[config.mk]
export PLATFORM = sky130hd
export DESIGN_NAME = irq_seq_top
export DESIGN_NICKNAME = d
export VERILOG_FILES = /design/src/rtl/irq_seq_pkg.sv /design/src/rtl/irq_phase_ctr.sv /design/src/rtl/irq_req_latch.sv /design/src/rtl/irq_arbiter.sv /design/src/rtl/irq_pc_unit.sv /design/src/rtl/irq_seq_top.sv
export SDC_FILE = /design/constraint.sdc
export NUM_CORES = 1
export LEC_CHECK = 0
export BUFFER_PORTS_ARGS = -buffer_cell sky130_fd_sc_hd__buf_2
export CAP_MARGIN = 10
export CORE_AREA = 3 3 124 66
export CTS_CLUSTER_DIAMETER = 120
export DETAILED_ROUTE_END_ITERATION = 8
export DIE_AREA = 0 0 127 69
export PLACE_DENSITY = 0.63
export SLEW_MARGIN = 20
export SYNTH_ARGS = -nofsm -noshare
export SYNTH_HDL_FRONTEND = slang
export SYNTH_HIERARCHICAL = 1
export SYNTH_SLANG_ARGS = --single-unit
export TNS_END_PERCENT = 50
[constraint.sdc]
create_clock -name clk -period 2.95 [get_ports clk]
set_input_delay 0.1475 -clock clk [delete_from_list [all_inputs] [get_ports clk]]
set_output_delay 0.1475 -clock clk [all_outputs]
set_load 0.1 [all_outputs]
[src/rtl/irq_seq_pkg.sv]
package irq_seq_pkg;

    typedef enum logic [1:0] {
        PH_FETCH = 2'd0,
        PH_DEC   = 2'd1,
        PH_EXE   = 2'd2,
        PH_WB    = 2'd3
    } phase_t;

    localparam int NSRC  = 2;
    localparam int SRC_M = 0;
    localparam int SRC_N = 1;

    typedef struct packed {
        logic ret_n;
        logic ret_m;
        logic take_n;
        logic take_m;
    } seq_ctl_t;

    function automatic phase_t phase_after(phase_t p);
        return phase_t'(p + 2'd1);
    endfunction

endpackage

[src/rtl/irq_phase_ctr.sv]
module irq_phase_ctr
    import irq_seq_pkg::*;
(
    input  logic   clk,
    input  logic   rst_n,
    output phase_t phase,
    output logic   at_wb
);
    always_ff @(posedge clk) begin
        if (!rst_n) phase <= PH_FETCH;
        else        phase <= phase_after(phase);
    end

    assign at_wb = (phase == PH_WB);
endmodule

[src/rtl/irq_req_latch.sv]
module irq_req_latch (
    input  logic clk,
    input  logic rst_n,
    input  logic req,
    input  logic clr,
    output logic pend
);
    always_ff @(posedge clk) begin
        if (!rst_n)   pend <= 1'b0;
        else if (clr) pend <= req;
        else          pend <= pend | req;
    end
endmodule

[src/rtl/irq_arbiter.sv]
module irq_arbiter
    import irq_seq_pkg::*;
(
    input  logic            at_wb,
    input  logic [NSRC-1:0] pend,
    input  logic            en,
    input  logic            svc_m,
    input  logic            svc_n,
    input  logic            rti,
    input  logic            rtn,
    output seq_ctl_t        ctl
);
    logic any_ret;

    always_comb begin
        ctl.ret_n  = at_wb & rtn & svc_n;
        ctl.ret_m  = at_wb & rti & svc_m & ~svc_n;
        any_ret    = ctl.ret_n | ctl.ret_m;
        ctl.take_n = at_wb & ~any_ret & pend[SRC_N] & ~svc_n;
        ctl.take_m = at_wb & ~any_ret & ~ctl.take_n & pend[SRC_M]
                     & en & ~svc_m & ~svc_n;
    end
endmodule

[src/rtl/irq_pc_unit.sv]
module irq_pc_unit
    import irq_seq_pkg::*;
#(
    parameter int          AW       = 16,
    parameter int unsigned RESET_PC = 'h100,
    parameter int unsigned PC_STEP  = 4,
    parameter int unsigned MVEC     = 'h40,
    parameter int unsigned NVEC     = 'h80
) (
    input  logic          clk,
    input  logic          rst_n,
    input  logic          at_wb,
    input  seq_ctl_t      ctl,
    output logic [AW-1:0] pc,
    output logic [AW-1:0] ret_m,
    output logic [AW-1:0] ret_n,
    output logic          svc_m,
    output logic          svc_n,
    output logic          ack_m,
    output logic          ack_n
);
    localparam logic [AW-1:0] STEP_W  = AW'(PC_STEP);
    localparam logic [AW-1:0] START_W = AW'(RESET_PC);
    localparam logic [AW-1:0] MVEC_W  = AW'(MVEC);
    localparam logic [AW-1:0] NVEC_W  = AW'(NVEC);

    logic [AW-1:0] seq_pc;
    assign seq_pc = pc + STEP_W;

    always_ff @(posedge clk) begin
        if (!rst_n) begin
            pc    <= START_W;
            ret_m <= '0;
            ret_n <= '0;
            svc_m <= 1'b0;
            svc_n <= 1'b0;
            ack_m <= 1'b0;
            ack_n <= 1'b0;
        end else begin
            ack_m <= ctl.ret_m;
            ack_n <= ctl.ret_n;
            if (ctl.ret_n) begin
                pc    <= ret_n;
                svc_n <= 1'b0;
            end else if (ctl.ret_m) begin
                pc    <= ret_m;
                svc_m <= 1'b0;
            end else if (ctl.take_n) begin
                ret_n <= seq_pc;
                pc    <= NVEC_W;
                svc_n <= 1'b1;
            end else if (ctl.take_m) begin
                ret_m <= seq_pc;
                pc    <= MVEC_W;
                svc_m <= 1'b1;
            end else if (at_wb) begin
                pc    <= seq_pc;
            end
        end
    end
endmodule

[src/rtl/irq_seq_top.sv]
module irq_seq_top
    import irq_seq_pkg::*;
#(
    parameter int          AW       = 16,
    parameter int unsigned RESET_PC = 'h100,
    parameter int unsigned PC_STEP  = 4,
    parameter int unsigned MVEC     = 'h40,
    parameter int unsigned NVEC     = 'h80
) (
    input  logic          clk,
    input  logic          rst_n,
    input  logic          irq_req,
    input  logic          nmi_req,
    input  logic          mask_off,
    input  logic          mask_on,
    input  logic          rti_evt,
    input  logic          rtn_evt,
    output logic [AW-1:0] pc,
    output logic [1:0]    phase,
    output logic          fetch_en,
    output logic          irq_en,
    output logic          svc_m,
    output logic          svc_n,
    output logic          ack_m,
    output logic          ack_n,
    output logic [AW-1:0] ret_m,
    output logic [AW-1:0] ret_n
);
    phase_t          ph;
    logic            at_wb;
    logic [NSRC-1:0] req_v;
    logic [NSRC-1:0] clr_v;
    logic [NSRC-1:0] pend_v;
    seq_ctl_t        ctl;

    irq_phase_ctr u_ph (
        .clk   (clk),
        .rst_n (rst_n),
        .phase (ph),
        .at_wb (at_wb)
    );

    assign req_v[SRC_M] = irq_req;
    assign req_v[SRC_N] = nmi_req;
    assign clr_v[SRC_M] = ctl.ret_m;
    assign clr_v[SRC_N] = ctl.ret_n;

    for (genvar s = 0; s < NSRC; s++) begin : g_lat
        irq_req_latch u_lat (
            .clk   (clk),
            .rst_n (rst_n),
            .req   (req_v[s]),
            .clr   (clr_v[s]),
            .pend  (pend_v[s])
        );
    end

    always_ff @(posedge clk) begin
        if (!rst_n)        irq_en <= 1'b1;
        else if (mask_off) irq_en <= 1'b0;
        else if (mask_on)  irq_en <= 1'b1;
    end

    irq_arbiter u_arb (
        .at_wb (at_wb),
        .pend  (pend_v),
        .en    (irq_en),
        .svc_m (svc_m),
        .svc_n (svc_n),
        .rti   (rti_evt),
        .rtn   (rtn_evt),
        .ctl   (ctl)
    );

    irq_pc_unit #(
        .AW       (AW),
        .RESET_PC (RESET_PC),
        .PC_STEP  (PC_STEP),
        .MVEC     (MVEC),
        .NVEC     (NVEC)
    ) u_pc (
        .clk   (clk),
        .rst_n (rst_n),
        .at_wb (at_wb),
        .ctl   (ctl),
        .pc    (pc),
        .ret_m (ret_m),
        .ret_n (ret_n),
        .svc_m (svc_m),
        .svc_n (svc_n),
        .ack_m (ack_m),
        .ack_n (ack_n)
    );

    assign phase    = ph;
    assign fetch_en = (ph == PH_FETCH);
endmodule

==> results summary <==
The initial antenna violation count is 0. The number of core rows came out at 22. The clock sink count came out at between 50 and 60. The number of max-capacitance violations reported came out at 0. The worst setup slack for register-to-register paths came out at between 600 and 700 ps.

The setup fix buffers added after clock tree synthesis is 0. Grouping stages by cell kind, the critical path spends the most delay in simple AND/OR/NAND/NOR gates. Global routing finished with a remaining overflow of 0. The maximum net fanout on the critical path is 22. The depth of the worst register-to-register path came out at 6.

The number of routed nets with antenna violations came out at 0. The count of port buffers added during placement came out at 63. After clock tree synthesis, the flow added hold-fix buffers numbering 1. The setup TNS is 0 ps. The floorplan step defined a core boundary enclosing 7210 sq um. The start point of the worst min-delay path is irq_req. TritonCTS built the clock tree. STA classifies the critical path startpoint as a flop. Of the total synthesized cell area, the portion taken by AND, OR, NAND and NOR gates is 0.225. The share of the clock period used by the worst path came out at 0.785. The worst hold path terminates at g_lat[0].u_lat/pend. The path category of the worst min-delay check is in -> reg. The initial utilization of the core area, before any placement, comes to 0.376. The combinational cell fraction of total power is 0.124.

Traced cell by cell, the critical path runs through ha_1 -> and3_2 -> buf_4 -> or4b_2 -> a21oi_1 -> nor2_1. The sequential cell area in the final layout is ~1100 sq um. The clock power share came out at 0.498. The first-pass GRT wire length is approximately 13,000 um. The achievable clock frequency is ~430 MHz. The count of pins over their slew limit came out at 0. Of the synthesized area, sequential elements account for 0.421. The flow ran to the end, and the final reports show no timing, DRC or antenna violations. Setup violations remaining at the end of the flow were counted as 0.

The number of global-route vias before repair came out at around 2,600. The leakage power summed over all cells is approximately 0.0014 uW. The data arrival time of the critical path is 2490 ps. For the pin with the worst max-slew slack, the measured transition is about 910 ps.

After clock tree synthesis, the clock-pin slew on the worst setup and hold paths is ~50 ps. The placed wire-length estimate after detailed placement came out at 5310 um. The number of different library cells used by synthesis comes to just over 50.

The number of gates resized after CTS was 0. In this run, placement finished with an instance count of about 460. The yosys synthesis warning count came out at 6. The slowest stage of the critical path belongs to the cell sky130_fd_sc_hd__or4b_2. The detailed-routing iteration count for the pre-antenna-repair pass came out at 4. The number of vias in the routed layout came out at roughly 2,600. Once layout is complete, the cells apart from fillers number ~480.

Data on the critical path is required at its endpoint by around 3100 ps. The area of the die is 8760 sq um. The number of cells produced by synthesis came out at between 300 and 400. The antenna cell count is 0. The post-synthesis cell area is about 2700 sq um. The area growth from synthesis to layout is 26.5%. The critical path is of the reg -> reg type. The critical path endpoint category is a flop. Setup slack closes at about 630 ps. Counting every net in the synthesized netlist gives roughly 330. In the final design database the tool counted 388 nets. The total power density per cell area is 632 nW/um^2. Setup repair after global routing left no endpoint under its margin.

The average cell area after synthesis is 8.52 sq um. The buffers plus inverters on the worst setup path is 1. The reg-to-reg startpoint is u_ph/phase[0]. The total wire length after detailed routing came out at 7520 um.

The average wire length per cell after detail routing is ~16 um. The worst-skew pair later-pin latency is 320 ps. The overall routing resource usage is 0.174. The number of flip-flops and latches in the synthesized netlist came out at 57.

Summed over all nets, the switching power comes to about 580 uW. The multi-input combinational cells in the finished layout cover a total of roughly 1400 sq um. The peak supply drop came out at between 300 and 400 uV. Counting the buffers created by CTS gives 9.

The top-level port count came out at 64. The time the worst path needs with I/O delays and setup came out at between 2000 and 2500 ps. The count of H-tree levels built during CTS came out at 3. The post-detailed-route DRC marker count came out at 0. The multiplexer fraction of the synthesized cell area is 0.0111. The die height is 69 um. The DRC violation total after the first TritonRoute iteration came out at 308. The via count normalized by instance count is about 5.4. The headroom to the max-slew limit came out at 0.390.

The synthesized-area fraction occupied by adder cells came out at 0.00924. Entering global routing, the biggest net connects 30 pins. The area fraction in compound gates after synthesis came out at 0.236. The maximum clock path buffer count is 2. The largest stage delay on the critical path came out at slightly below 700 ps. The layout has between 700 and 800 filler cells. At the end of the flow the core is filled with cells to 0.475. The xor and xnor fraction of the mapped netlist area is 0.0356. After synthesis, the largest family of logic cells by area is compound AO/OA/AOI/OAI gates. In the final layout, the share of cells above drive strength 1 is 0.290.

The total internal power came out at ~1600 uW. The final clock skew came out at between 6 and 7 ps. The portion of total power attributed to sequential cells is 0.378.

The number of stages on the worst hold path is 2. The die span in x is approximately 130 um. Of the total power, the share spent switching nets is 0.270. Clock tree synthesis selected as its root buffer the cell sky130_fd_sc_hd__clkbuf_16. The post-placement setup slack came out at around 650 ps.

The placer's final routability congestion estimate is 0.789. The worst register-to-register path ends at u_pc/ret_m[2]. The hold violation count in the final report is 0.
[layout by cell type (no fill, tap or decap), drive strengths merged, types with 7 or more instances in the layout]
cell type  count
dfxtp         57
nand2         35
o21ai         30
a21oi         25
o21a           7
a31oi          7
buf           74
inv           10
nor4           8
xnor2          8
clkbuf        10
a211oi        14
nor2          32
[stage by stage]
step	area (sq um)	total power [uW]	hold slack, ps
6_report	3430	2170	40.6
5_1_grt	3430	2260	38.1
4_1_cts	3430	2180	36.1
3_5_place_dp	3110	1100	335
3_3_place_gp	3110	1100	328
2_1_floorplan	2710	1050	227
[worst max path at each step]
stage	startpoint	to	slack, ps	depth (start not counted)
finish	u_ph/phase[0]	u_pc/ret_m[2]	630	6
global placement	u_ph/phase[0]	u_pc/pc[14]	640	7
global route	u_ph/phase[0]	u_pc/ret_m[9]	450	7
floorplan	u_ph/phase[1]	u_pc/pc[10]	20	9
detailed placement	u_ph/phase[0]	u_pc/pc[14]	650	7
CTS	u_ph/phase[0]	u_pc/pc[14]	630	7
[synth_stat cells (all sizes together)]
master	instances	share of area
a211o	1	0.0032
a211oi	14	0.039
a21oi	25	0.046
a221oi	2	0.0065
a311oi	1	0.0032
a31o	1	0.0032
a31oi	7	0.016
and2	2	0.0046
and3	3	0.0074
and4	1	0.0032
and4b	1	0.0037
buf	13	0.030
clkbuf	13	0.018
dfxtp	57	0.42
ha	2	0.0092
inv	10	0.014
mux2i	3	0.011
nand2	35	0.049
nand2b	3	0.0097
nand3	5	0.0092
nand3b	1	0.0028
nand4	2	0.0092
nor2	32	0.044
nor2b	3	0.015
nor3	6	0.013
nor4	8	0.034
nor4b	1	0.0032
o2111a	1	0.0042
o211ai	2	0.0055
o21a	7	0.019
o21ai	30	0.055
o221a	5	0.021
o221ai	2	0.0065
o22ai	3	0.0069
or3	1	0.0023
or4	2	0.0069
or4b	2	0.0074
xnor2	8	0.026
xor2	3	0.0097
[kinds of logic (layout without fill, tap and decap cells)]
family / count (synthesis) / in the layout
AND/OR/NAND/NOR: 108 / 108
flip-flops: 57 / 57
multiplexers: 3 / 3
buffers and inverters: 36 / 101
XOR/XNOR: 11 / 11
adder cells (fa/ha/maj): 2 / 2
AO/OA/AOI/OAI: 101 / 101
[layer usage]
metal	wire length (um)	track usage	up-vias
li1	-	-	1261
met1	3350	0.222	1240
met2	3650	0.288	76
met3	494	0.0565	4
met4	32	0.0345	0
met5	0	0	-
[power groups by stage]
stage / clock, uW / sequential, uW / combinational (uW)
3_5_place_dp: 0 / 834 / 267
6_report: 1080 / 819 / 270
4_1_cts: 1100 / 818 / 269
2_1_floorplan: 0 / 959 / 92.7
3_3_place_gp: 0 / 833 / 265
5_1_grt: 1150 / 822 / 281
[layout make-up]
| cell class | count | area share |
|---|---|---|
| clock buffers | 10 | 0.0668 |
| clock inverters | 6 | 0.0241 |
| inverters | 10 | 0.0110 |
| multi-input cells | 225 | 0.411 |
| repair buffers | 75 | 0.119 |
| well taps | 96 | 0.0350 |
| flip-flops and latches | 57 | 0.333 |
[state kept, by name, summed over array words and instances, names as in the netlist]
register,cells
irq_en,1
u_pc/ret_m,16
u_pc/ack_m,1
u_pc/svc_m,1
g_lat.u_lat/pend,2
u_pc/pc,16
u_pc/ack_n,1
u_ph/phase,2
u_pc/svc_n,1
u_pc/ret_n,16
Power figures use the tool's default switching activity.
